## config.mk

```make
export PLATFORM = sky130hd
export DESIGN_NAME = skewed_col_adder
export DESIGN_NICKNAME = d
export VERILOG_FILES = /design/src/rtl/cadd_pkg.sv /design/src/rtl/cadd_delay.sv /design/src/rtl/cadd_stage.sv /design/src/rtl/cadd_valid.sv /design/src/rtl/skewed_col_adder.sv
export SDC_FILE = /design/constraint.sdc
export NUM_CORES = 1
export LEC_CHECK = 0
export ABC_CLOCK_PERIOD_IN_PS = 3800
export BUFFER_PORTS_ARGS = -buffer_cell sky130_fd_sc_hd__buf_2
export CORE_ASPECT_RATIO = 0.9
export CORE_MARGIN = 2
export CORE_UTILIZATION = 57
export CTS_CLUSTER_DIAMETER = 50
export CTS_CLUSTER_SIZE = 20
export DETAILED_ROUTE_END_ITERATION = 12
export GPL_ROUTABILITY_DRIVEN = 0
export GPL_TIMING_DRIVEN = 1
export PLACE_DENSITY = 0.86
export SLEW_MARGIN = 25
export SYNTH_ARGS = -nofsm -noshare
export SYNTH_HDL_FRONTEND = slang
export SYNTH_SLANG_ARGS = --single-unit
```

## constraint.sdc

```tcl
create_clock -name clk -period 3.8 [get_ports clk]
set_clock_uncertainty 0.2 [all_clocks]
set_input_delay 0.38 -clock clk [delete_from_list [all_inputs] [get_ports clk]]
set_output_delay 0.38 -clock clk [all_outputs]
set_load 0.005 [all_outputs]
```

## src/rtl/cadd_pkg.sv

```systemverilog
`timescale 1ns/1ps
package cadd_pkg;

    typedef enum logic {
        MODE_CHAIN = 1'b0,
        MODE_TREE  = 1'b1
    } cadd_mode_e;

endpackage

```

## src/rtl/cadd_delay.sv

```systemverilog
`timescale 1ns/1ps
// Zero-filling delay line used to stagger one operand row.
module cadd_delay #(
    parameter int W     = 8,
    parameter int DEPTH = 1
) (
    input  logic         clk,
    input  logic         rst_n,
    input  logic         load_i,
    input  logic [W-1:0] d_i,
    output logic [W-1:0] q_o
);

    typedef struct packed {
        logic [DEPTH-1:0][W-1:0] tap;
    } line_t;

    line_t line_d, line_q;

    always_comb begin
        line_d        = line_q;
        line_d.tap[0] = load_i ? d_i : '0;
        for (int i = 1; i < DEPTH; i++) begin
            line_d.tap[i] = line_q.tap[i-1];
        end
    end

    always_ff @(posedge clk) begin
        if (!rst_n) line_q <= '0;
        else        line_q <= line_d;
    end

    assign q_o = line_q.tap[DEPTH-1];


    skew_zero_chk: assert property (@(posedge clk) disable iff (!rst_n)
        !load_i |=> (line_q.tap[0] == '0));

endmodule

```

## src/rtl/cadd_stage.sv

```systemverilog
`timescale 1ns/1ps
// One registered adder unit.
module cadd_stage #(
    parameter int W = 10
) (
    input  logic         clk,
    input  logic         rst_n,
    input  logic [W-1:0] op_a_i,
    input  logic [W-1:0] op_b_i,
    output logic [W-1:0] sum_o
);

    typedef struct packed {
        logic [W-1:0] sum;
    } stage_t;

    stage_t stage_d, stage_q;

    always_comb begin
        stage_d.sum = op_a_i + op_b_i;
    end

    always_ff @(posedge clk) begin
        if (!rst_n) stage_q <= '0;
        else        stage_q <= stage_d;
    end

    assign sum_o = stage_q.sum;


    no_overflow_chk: assert property (@(posedge clk) disable iff (!rst_n)
        1'b1 |=> (stage_q.sum >= $past(op_a_i)) && (stage_q.sum >= $past(op_b_i)));

endmodule

```

## src/rtl/cadd_valid.sv

```systemverilog
`timescale 1ns/1ps
// Valid-bit pipeline that follows the column through the selected arrangement.
module cadd_valid
    import cadd_pkg::*;
(
    input  logic       clk,
    input  logic       rst_n,
    input  cadd_mode_e mode_i,
    input  logic       in_valid_i,
    output logic       out_valid_o
);

    typedef struct packed {
        logic v1;
        logic v2;
        logic vo;
    } vpipe_t;

    vpipe_t vp_d, vp_q;

    always_comb begin
        vp_d.v1 = in_valid_i;
        vp_d.v2 = vp_q.v1 && (mode_i == MODE_CHAIN);
        vp_d.vo = (mode_i == MODE_TREE) ? vp_q.v1 : vp_q.v2;
    end

    always_ff @(posedge clk) begin
        if (!rst_n) vp_q <= '0;
        else        vp_q <= vp_d;
    end

    assign out_valid_o = vp_q.vo;


    mode_hold_chk: assert property (@(posedge clk) disable iff (!rst_n)
        (vp_q.v1 || vp_q.v2) |-> $stable(mode_i));


    chain_step_chk: assert property (@(posedge clk) disable iff (!rst_n)
        (vp_q.v2 && mode_i == MODE_CHAIN) |=> out_valid_o);


    tree_step_chk: assert property (@(posedge clk) disable iff (!rst_n)
        (vp_q.v1 && mode_i == MODE_TREE) |=> out_valid_o);

endmodule

```

## src/rtl/skewed_col_adder.sv

```systemverilog
`timescale 1ns/1ps
module skewed_col_adder
    import cadd_pkg::*;
#(
    parameter int DATA_W = 8
) (
    input  logic              clk,
    input  logic              rst_n,
    input  logic              mode_tree_i,
    input  logic              in_valid_i,
    input  logic [DATA_W-1:0] row0_i,
    input  logic [DATA_W-1:0] row1_i,
    input  logic [DATA_W-1:0] row2_i,
    input  logic [DATA_W-1:0] row3_i,
    output logic              out_valid_o,
    output logic [DATA_W+1:0] sum_o
);

    localparam int SUM_W  = DATA_W + 2;
    localparam int PAD_W  = SUM_W - DATA_W;
    localparam int ROWS   = 4;
    localparam int SKEWED = ROWS - 2;

    typedef struct packed {
        logic [SUM_W-1:0] a_x, a_y;
        logic [SUM_W-1:0] b_x, b_y;
        logic [SUM_W-1:0] c_x, c_y;
    } route_t;

    cadd_mode_e        mode_e;
    logic [DATA_W-1:0] gated   [ROWS];
    logic [DATA_W-1:0] skewed  [SKEWED];
    logic [SUM_W-1:0]  part1_q, part2_q, total_q;
    logic              skew_load;
    route_t            route_d;

    assign mode_e    = cadd_mode_e'(mode_tree_i);
    assign skew_load = in_valid_i && (mode_e == MODE_CHAIN);

    // Zero padding: operands of an empty slot are forced to zero.
    assign gated[0] = in_valid_i ? row0_i : '0;
    assign gated[1] = in_valid_i ? row1_i : '0;
    assign gated[2] = in_valid_i ? row2_i : '0;
    assign gated[3] = in_valid_i ? row3_i : '0;

    // Row 2 is held back one clock and row 3 two clocks in chain mode.
    for (genvar g = 0; g < SKEWED; g++) begin : g_skew
        cadd_delay #(.W(DATA_W), .DEPTH(g + 1)) u_skew (
            .clk    (clk),
            .rst_n  (rst_n),
            .load_i (skew_load),
            .d_i    (gated[g + 2]),
            .q_o    (skewed[g])
        );
    end

    always_comb begin
        route_d.a_x = {{PAD_W{1'b0}}, gated[0]};
        route_d.a_y = {{PAD_W{1'b0}}, gated[1]};
        if (mode_e == MODE_CHAIN) begin
            route_d.b_x = part1_q;
            route_d.b_y = {{PAD_W{1'b0}}, skewed[0]};
            route_d.c_x = part2_q;
            route_d.c_y = {{PAD_W{1'b0}}, skewed[1]};
        end else begin
            route_d.b_x = {{PAD_W{1'b0}}, gated[2]};
            route_d.b_y = {{PAD_W{1'b0}}, gated[3]};
            route_d.c_x = part1_q;
            route_d.c_y = part2_q;
        end
    end

    cadd_stage #(.W(SUM_W)) u_add_a (
        .clk(clk), .rst_n(rst_n),
        .op_a_i(route_d.a_x), .op_b_i(route_d.a_y), .sum_o(part1_q));

    cadd_stage #(.W(SUM_W)) u_add_b (
        .clk(clk), .rst_n(rst_n),
        .op_a_i(route_d.b_x), .op_b_i(route_d.b_y), .sum_o(part2_q));

    cadd_stage #(.W(SUM_W)) u_add_c (
        .clk(clk), .rst_n(rst_n),
        .op_a_i(route_d.c_x), .op_b_i(route_d.c_y), .sum_o(total_q));

    cadd_valid u_valid (
        .clk         (clk),
        .rst_n       (rst_n),
        .mode_i      (mode_e),
        .in_valid_i  (in_valid_i),
        .out_valid_o (out_valid_o)
    );

    assign sum_o = total_q;


    idle_zero_chk: assert property (@(posedge clk) disable iff (!rst_n)
        !out_valid_o |-> (sum_o == '0));

endmodule

```

==> impl_metrics.toml, run 1 <==
[sta]
rsz0062_at_grt = "no"
fin_setup_tns_ps = 0
post-route-period-util_pct = 71.14
relSlewSlack_pct = 62.74
tightest_slew_ps = 558.9
period_needed_ps = 2703
max_freq_mhz = 369.9
finalSetupViolations = 0
slew_viol_final = 0
hold_viol_final = 0

[die]
row_count = 25
dieWidth_um = 80.91
core-area_um2 = 5192
ios = 47
start_util_pct = 58.43
die_y_um = 73.22
die_area_um2 = 5923

[synthesis]
ys_top_cells_by_count = "56 x dfxtp_1, 42 x and2_1, 35 x o21ai_0, 25 x ha_1, 24 x inv_1"
synth_top_area_share_pct = 36.95
syn-mean-instance-area_um2 = 8.950
netlist_area_um2 = 3034
post-synth-top-count-cell = "dfxtp_1"
netlist.top_cell.by_area = "dfxtp_1"
syn_inst = 339
synth.area.top_cells = "dfxtp_1 37%, ha_1 10%, and2_1 8.7%, o21ai_0 5.8%, mux2_2 5.6%"
synth-main-ff-cell = "dfxtp_1"
ys.warnings.count = 0
synth_edf_count = 0
ys_ff_latch = 56
ys_seq_area_share_pct = 36.95
synth.net_count = 403
synthArstFlopShare_pct = 0
ys_types = 37

[clocking]
cts_tree = "built"
clk_latency_ps = 310
path_clk_slew_ps = 100
cts_resized = 0
post-cts-setup-buffer-count = 0
cts-root-buf = "clkbuf_8"
cts_buffers = 5
clkSinkCount = 56
ctsHtreeMaxLevel = 2
hold_buffers = 0
clockBufferDepth = 2

[routing]
drc = 0
drt_pre_antenna_iters = 4
vias = 2328
routed_wl_um = 5344
routed_via_density = 5.220
ant_nets = 0
wl_per_cell_um = 11.98
drt-initial-drc-count = 63

[grt]
grtUsageMet2_pct = 37.10
grt_max_degree = 41
grt_pass1_vias = 2272
grt.busiest_layer = "met2"
grt_usage_pct = 20.02
grt_use_met1_pct = 22.43
grtUsageMet3_pct = 5.322
grt_pass1_wl_um = 9225
gr-total-overflow = 0
grt_antenna_before_repair = 0

[setup_path]
cp.arrival_ps = 2710
critical_path_class = "in2reg"
cpPeakStageDelay_ps = 380
endpoint_kind = "flip-flop"
crit_path_cell_trace = "buf_2 -> buf_4 -> nand3_1 -> o21ai_0 -> ha_1 -> a211oi_1 -> o21ai_0 -> a31oi_1 -> nor2_1 -> a31o_2"
slowest_stage = "a211oi_1"
worstPathMaxFanout = 31
crit_path_start_kind = "input port"
crit_path_frequent_cell = "o21ai_0"
required_ps = 3810

[power_and_ir_drop]
combPwrFrac_pct = 18.1
seq_power_share_pct = 50.7
p_sw_mw = 0.3213
cellPowerDensity_nw_per_um2 = 365.9
ir_drop_mv = 0.1948
intPower_mw = 0.9286
p_clk_share_pct = 31.1
leakage_nw = 1.687
switching_share_pct = 25.71

[cells_and_area]
antenna-diode-count = 0
final_nets = 442
syn2layout_area_growth_pct = 12.58
final_layout_size_suffix_gt1_share_pct = 19.79
final_core_util_pct = 65.78

[placement]
dpl.hpwl_um = 4117
port_buffers = 46

[hold_path]
hp-class = "in2reg"

[status]
outcome = "completed"

[job]
drv_cap = 0
==> worst paths after layout <==
| path | start | end | slack, ps | depth (start not counted) |
|---|---|---|---|---|
| hold reg to reg | g_skew[1].u_skew.line_d[15] | g_skew[1].u_skew.q_o[7] | 240 | 1 |
| setup / recovery | mode_tree_i | u_add_b.sum_o[8] | 1100 | 10 |
| hold / removal | row3_i[2] | g_skew[1].u_skew.line_d[10] | 120 | 2 |
| setup reg to reg | u_add_a.sum_o[0] | u_add_b.sum_o[8] | 1260 | 9 |
==> sequential cells by signal, summed over array words and instances (netlist names) <==
name / cells
g_skew.u_skew.q_o: 16
u_add_b.sum_o: 10
u_add_c.sum_o: 10
u_add_a.sum_o: 9
g_skew.u_skew.line_d: 8
u_valid.vp_q: 2
u_valid.out_valid_o: 1
==> through the flow <==
step	area (um2)	hold slack, ps	cells	worst slack [ps]	total power, mW
3_5_place_dp	3301	219.1	438	807.4	0.8739
4_1_cts	3416	99.01	446	1138	1.263
5_1_grt	3416	103.0	446	864.8	1.320
3_3_place_gp	3301	213.8	438	882.1	0.8641
2_1_floorplan	3034	211.9	339	945.8	0.8097
6_report	3416	115.7	446	1097	1.250
==> cell usage in the layout, fill, tap and decap left out, types with 2 or more instances in the layout <==
cell type and n:
a211oi_1 7, a21o_1 5, a21oi_1 10, a21oi_2 2
a31oi_1 4, and2_1 42, and3_1 18, and3b_1 2
buf_2 46, buf_4 2, clkbuf_8 5, dfxtp_1 56
fa_1 3, ha_1 25, inv_1 24, mux2_2 15
mux2i_1 3, nand2_1 8, nand2b_1 4, nand3_1 17
nor2_1 7, nor2b_1 5, nor3_1 3, nor3b_1 2
o21a_1 3, o21ai_0 35, o21bai_1 3, or3_1 2
xnor2_1 6, xor2_1 4
==> worst max-delay path, delay by kind of cell <==
kind / cells / cell delay (ps)
simple gates: 2 / 190
fa+ha+maj: 1 / 300
compound gates: 5 / 1120
buf+inv: 2 / 700
==> area by class of cell <==
class                           count  area, um2
Fill cell                         434       1777
Multi-Input combinational cell    243       1760
Sequential cell                    56       1121
Timing Repair Buffer               48      245.2
Inverter                           24      90.09
Tap cell                           67      83.83
Clock buffer                        5      68.82
Clock inverter                      3      46.29
==> layer usage <==
metal	wire, um	up-vias	part of all wire (%)
li1	-	1244	-
met1	2483	1036	46
met2	2604	46	49
met3	246	2	4.6
met4	10	0	0.19
met5	0	-	0
==> power by group through the flow <==
| stage | clock [mW] | sequential (mW) | combinational (mW) |
|---|---|---|---|
| after floorplan | 0 | 0.645 | 0.165 |
| after global placement | 0 | 0.646 | 0.218 |
| after detailed placement | 0 | 0.647 | 0.227 |
| after CTS | 0.400 | 0.634 | 0.229 |
| after global routing | 0.424 | 0.638 | 0.259 |
| final | 0.389 | 0.634 | 0.227 |
==> cells by family after synthesis <==
| logic type | synth area share [%] |
|---|---|
| and+or+nand+nor | 20.87 |
| AOI/OAI and AO/OA | 15.42 |
| DFF | 36.95 |
| buffers and inverters | 5.031 |
| adders and majority gates | 12.29 |
| muxes | 6.557 |
| xor gates and xnor gates | 2.886 |
(Power assumes the default switching activity.)
==> inputs of run 2 (changes only) <==
--- a/config.mk
+++ b/config.mk
@@ -5,7 +5,7 @@
 export SDC_FILE = /design/constraint.sdc
 export NUM_CORES = 1
 export LEC_CHECK = 0
-export ABC_CLOCK_PERIOD_IN_PS = 3800
+export ABC_CLOCK_PERIOD_IN_PS = 2580
 export BUFFER_PORTS_ARGS = -buffer_cell sky130_fd_sc_hd__buf_2
 export CORE_ASPECT_RATIO = 0.9
 export CORE_MARGIN = 2
==> constraint.sdc (replaced) <==
create_clock -name clk -period 2.58 [get_ports clk]
set_clock_uncertainty 0.2 [all_clocks]
set_input_delay 0.258 -clock clk [delete_from_list [all_inputs] [get_ports clk]]
set_output_delay 0.258 -clock clk [all_outputs]
set_load 0.005 [all_outputs]
==> run 2 against run 1 <==
Effect of this change:
- count of clock-buffer cells in the layout is 1 higher
- via count increased by 9.1%
- register-to-register slack got worse by 980 ps
- cell area rose by 9.2%
- final cell count rose by 8.1%
- flip-flop and latch count unchanged
- sequential power is 48% higher
- clock power is 30% higher
- die area did not move
- first-iteration DRC count grew 29%
- routed wire length rose by 16%
- hold slack lost 100 ps
- largest cell class unchanged
- largest power group unchanged
==> impl_metrics.toml, run 2 (synthesis results as in run 1) <==
[grt]
grt_antenna_before_repair = 0
grt_usage_pct = 23.69
gr-total-overflow = 0
grt_pass1_wl_um = 10810
grt_max_degree = 40
grt_pass1_vias = 2564

[sta]
finalSetupViolations = 0
tightest_slew_ps = 513.1
relSlewSlack_pct = 65.75
hold_viol_final = 0
max_freq_mhz = 411.3
period_needed_ps = 2431
slew_viol_final = 0
post-route-period-util_pct = 94.23
rsz0062_at_grt = "no"

[setup_path]
required_ps = 2600
crit_path_cell_trace = "dlygate4sd3_1 -> buf_2 -> nand3_1 -> o21ai_0 -> ha_1 -> a211oi_4 -> o21ai_0 -> a31oi_1 -> nor2_1 -> a31o_2"
cpPeakStageDelay_ps = 530
slowest_stage = "dlygate4sd3_1"
critical_path_class = "in2reg"
crit_path_frequent_cell = "o21ai_0"
crit_path_start_kind = "input port"
worstPathMaxFanout = 3
crit_buf_inv = 2
endpoint_kind = "flip-flop"
path_delay_family = "compound AO/OA/AOI/OAI gates"
cp.arrival_ps = 2450

[clocking]
clk_latency_ps = 320
clkSinkCount = 56
path_clk_slew_ps = 100
cts_buffers = 5
cts_tree = "built"
cts-root-buf = "clkbuf_8"
clockBufferDepth = 2
ctsHtreeMaxLevel = 2

[die]
row_count = 25
core-area_um2 = 5192
die_y_um = 73.22
start_util_pct = 58.43
die_area_um2 = 5923
dieWidth_um = 80.91
ios = 47

[cells_and_area]
final_nets = 478
final_common_cell = "dfxtp_1"
syn2layout_area_growth_pct = 22.89
antenna-diode-count = 0
largest_reg_flops = 16
final_layout_size_suffix_gt1_share_pct = 24.58
final_cell_mix = "56 x dfxtp_1, 46 x buf_2, 42 x and2_1"
final_core_util_pct = 71.81

[placement]
dpl.hpwl_um = 4545
port_buffers = 46

[hold_path]
hp-class = "in2reg"

[power_and_ir_drop]
ir_drop_mv = 0.2456
fin_total_pwr_mw = 1.847
leakage_nw = 1.856
cellPowerDensity_nw_per_um2 = 495.4

[status]
outcome = "completed"

[routing]
ant_nets = 0
routed_via_density = 5.270
drt_pre_antenna_iters = 4
wl_per_cell_um = 12.85
routed_wl_um = 6194
vias = 2540
drc = 0
drt-initial-drc-count = 81

[job]
drv_cap = 0
==> run 2: layout make-up <==
| class | instances | area (um2) |
|---|---|---|
| fillers | 396 | 1464 |
| clock buffers | 6 | 82.58 |
| flip-flops and latches | 56 | 1121 |
| well taps | 67 | 83.83 |
| inverters | 24 | 90.09 |
| multi-input cells | 243 | 1779 |
| clock inverters | 2 | 13.76 |
| repair buffers | 84 | 558.0 |
==> run 2: worst reg2reg max path, delay by kind of cell, from the launching register on <==
family,cells,cell delay [ps]
flip-flops,1,350
multiplexers,1,170
AND/OR/NAND/NOR,1,240
AO/OA/AOI/OAI,4,610
adder cells (fa/ha/maj),2,580
buffers and inverters,1,70
==> run 2: layer usage <==
metal / vias up / global-route usage [%] / wire (um)
li1: 1313 / - / -
met1: 1154 / 26.44 / 2682
met2: 63 / 43.16 / 3105
met3: 10 / 6.312 / 301
met4: 0 / 8.475 / 105
met5: - / 0 / 0
==> run 2: worst paths after layout <==
kind                             end                         from  cells past startpoint  slack (ps)
max                 u_add_b.sum_o[8]                    row3_i[2]                     10         150
min          g_skew[0].u_skew.q_o[2]                    row2_i[2]                      2          10
max reg2reg         u_add_c.sum_o[8]             u_add_a.sum_o[0]                      9         280
min reg2reg  g_skew[1].u_skew.q_o[2]  g_skew[1].u_skew.line_d[10]                      1         240
==> run 2: power breakdown <==
group	internal [mW]	leakage [nW]	switching, mW
registers	0.914	0.458	0.0219
logic	0.214	1.35	0.190
clock network	0.220	0.0516	0.287
total	1.35	1.86	0.499
==> run 2: repair_timing <==
item,4_1_cts,5_1_grt
gates resized for setup,0,4
setup buffers,0,0
setup endpoints to repair,0,5
endpoints found under the hold margin,12,0
hold buffers,12,0
==> run 2: stage by stage <==
step / cell area, um2 / setup slack (ps) / instances / setup TNS, ps / hold slack (ps)
floorplan: 3049 / -4.676 / 339 / -4.676 / 203.9
global placement: 3502 / 15.73 / 462 / 0 / 212.8
detailed placement: 3502 / -64.30 / 462 / -130.2 / 217.9
CTS: 3719 / 10.94 / 482 / 0 / 2.995
global route: 3729 / 35.09 / 482 / 0 / 12.96
finish: 3729 / 148.9 / 482 / 0 / 13.07
==> inputs of run 3 (changes only) <==
==> constraint.sdc (replaced) <==
create_clock -name clk -period 2.58 [get_ports clk]
set_clock_uncertainty 0.2 [all_clocks]
set_input_delay 0.387 -clock clk [delete_from_list [all_inputs] [get_ports clk]]
set_output_delay 0.387 -clock clk [all_outputs]
set_load 0.005 [all_outputs]
==> run 3 against run 2 <==
Effect of this change:
- count of clock-buffer cells in the layout increased by 1
- via count fell by 1.5%
- combinational power increased by 2%
- clock power fell by 4.1%
- flip-flop and latch count stayed put
- fmax up 1.1%
- critical path depth fell by 1
- global-route usage shrank 1.6 points
- cell area down 0.94%
- final cell count down 0.41%
- highest routed layer unchanged
- power down 0.79%
==> impl_metrics.toml, run 3 (synthesis results as in run 1) <==
[grt]
grt_pass1_wl_um = 10230
grt_max_degree = 27
grt_antenna_before_repair = 0
grtUsageMet3_pct = 3.589
gr-total-overflow = 0
grt_pass1_vias = 2475
grtUsageMet2_pct = 41.60
grt_use_met1_pct = 25.04
grt.busiest_layer = "met2"
grt_usage_pct = 22.07

[clocking]
cts-root-buf = "clkbuf_8"
cts_tree = "built"
ctsHtreeMaxLevel = 2
path_clk_slew_ps = 100
cts_buffers = 5
clkSinkCount = 56
clk_latency_ps = 310
clockBufferDepth = 2

[cells_and_area]
antenna-diode-count = 0
regArea_um2 = 1121
final_layout_size_suffix_gt1_share_pct = 27.60
final_common_cell = "dfxtp_1"
final_cell_mix = "56 x dfxtp_1, 45 x buf_2, 42 x and2_1"
syn2layout_area_growth_pct = 21.73
largest_reg_flops = 16
multi_input_area_um2 = 1802
fill_cells = 412
final_nets = 476
final_core_util_pct = 71.13

[placement]
dp_slack_ps = -252.6
port_buffers = 46
dpl.hpwl_um = 4684

[sta]
worst_slack_ps = 176.1
period_needed_ps = 2404
max_freq_mhz = 416.0
fin_setup_tns_ps = 0
slew_viol_final = 0
tightest_slew_ps = 516.2
relSlewSlack_pct = 65.55
rsz0062_at_grt = "no"
post-route-period-util_pct = 93.17
finalSetupViolations = 0
hold_viol_final = 0
whs_ps = 121.6

[routing]
drc = 0
drt_pre_antenna_iters = 4
routed_wl_um = 5916
wl_per_cell_um = 12.33
routed_via_density = 5.215
vias = 2503
ant_nets = 0
drt-initial-drc-count = 93

[setup_path]
r2r_end = "u_add_b.sum_o[8]"
cp.arrival_ps = 2400
worstPathMaxFanout = 21
endpoint_kind = "flip-flop"
crit_path_start_kind = "input port"
rr_worst_depth = 9
critical_path_class = "in2reg"
required_ps = 2580
reg2reg_slack_ps = 240
r2r-start = "u_add_a.sum_o[0]"

[hold_path]
holdPathStages = 2
hp-class = "in2reg"
hold_end = "g_skew[0].u_skew.q_o[1]"
hold_path.startpoint = "row2_i[1]"

[power_and_ir_drop]
leakage_nw = 1.843
cellPowerDensity_nw_per_um2 = 496.2
ir_drop_mv = 0.2740

[die]
die_area_um2 = 5923
row_count = 25
core-area_um2 = 5192
die_y_um = 73.22
start_util_pct = 58.43
ios = 47
dieWidth_um = 80.91

[status]
outcome = "completed"

[job]
drv_cap = 0
## run 3: cell count changes in the layout (fill, tap and decap cells not counted), sizes merged
cell and change:
dlygate4sd3 -12, buf +9, clkbuf +2, clkinv -1, clkinvlp +1, inv -1
## run 3: area by class of cell
cell class              instances  area share (%)
repair buffers                 82           13.62
well taps                      67           2.270
clock inverters                 1          0.2033
flip-flops and latches         56           30.35
multi-input cells             243           48.78
clock buffers                   7           2.337
inverters                      24           2.439
## run 3: metal layers
layer	share of wire, %	up-vias
li1	-	1316
met1	44	1113
met2	50	64
met3	4.2	10
met4	1.5	0
met5	0	-
## run 3: critical path, stage by stage
cell      delay (ps)
clkbuf_4         290
o21ai_0          150
ha_1             240
fa_2             360
a211oi_2         300
o21ai_0          160
a31oi_1          220
nor2_1            80
a31o_2           210
## run 3: worst max path at each step
| stage | start | endpoint |
|---|---|---|
| 2_1_floorplan | mode_tree_i | u_add_c.sum_o[9] |
| 3_3_place_gp | mode_tree_i | u_add_c.sum_o[9] |
| 3_5_place_dp | mode_tree_i | u_add_b.sum_o[8] |
| 4_1_cts | mode_tree_i | u_add_b.sum_o[8] |
| 5_1_grt | mode_tree_i | u_add_b.sum_o[8] |
| 6_report | mode_tree_i | u_add_b.sum_o[8] |
## run 3: stage by stage
step           std cells  instance area [um2]  total power, mW
2_1_floorplan        339                 3085            1.205
3_3_place_gp         472                 3592            1.341
3_5_place_dp         472                 3592            1.361
4_1_cts              480                 3686            1.835
5_1_grt              480                 3694            1.922
6_report             480                 3694            1.833
## run 3: report_power, final
part	switching, mW	internal [mW]	leakage [nW]	total [mW]
clock	0.267	0.219	0.0445	0.486
sequential	0.0222	0.914	0.458	0.936
combinational	0.192	0.219	1.34	0.411
total	0.481	1.35	1.84	1.83
## run 3: repair_timing
item	in CTS	in global routing
endpoints found under the hold margin	0	0
hold buffers	0	0
gates resized for setup	0	4
setup buffers	0	0
endpoints found under the setup margin	0	7
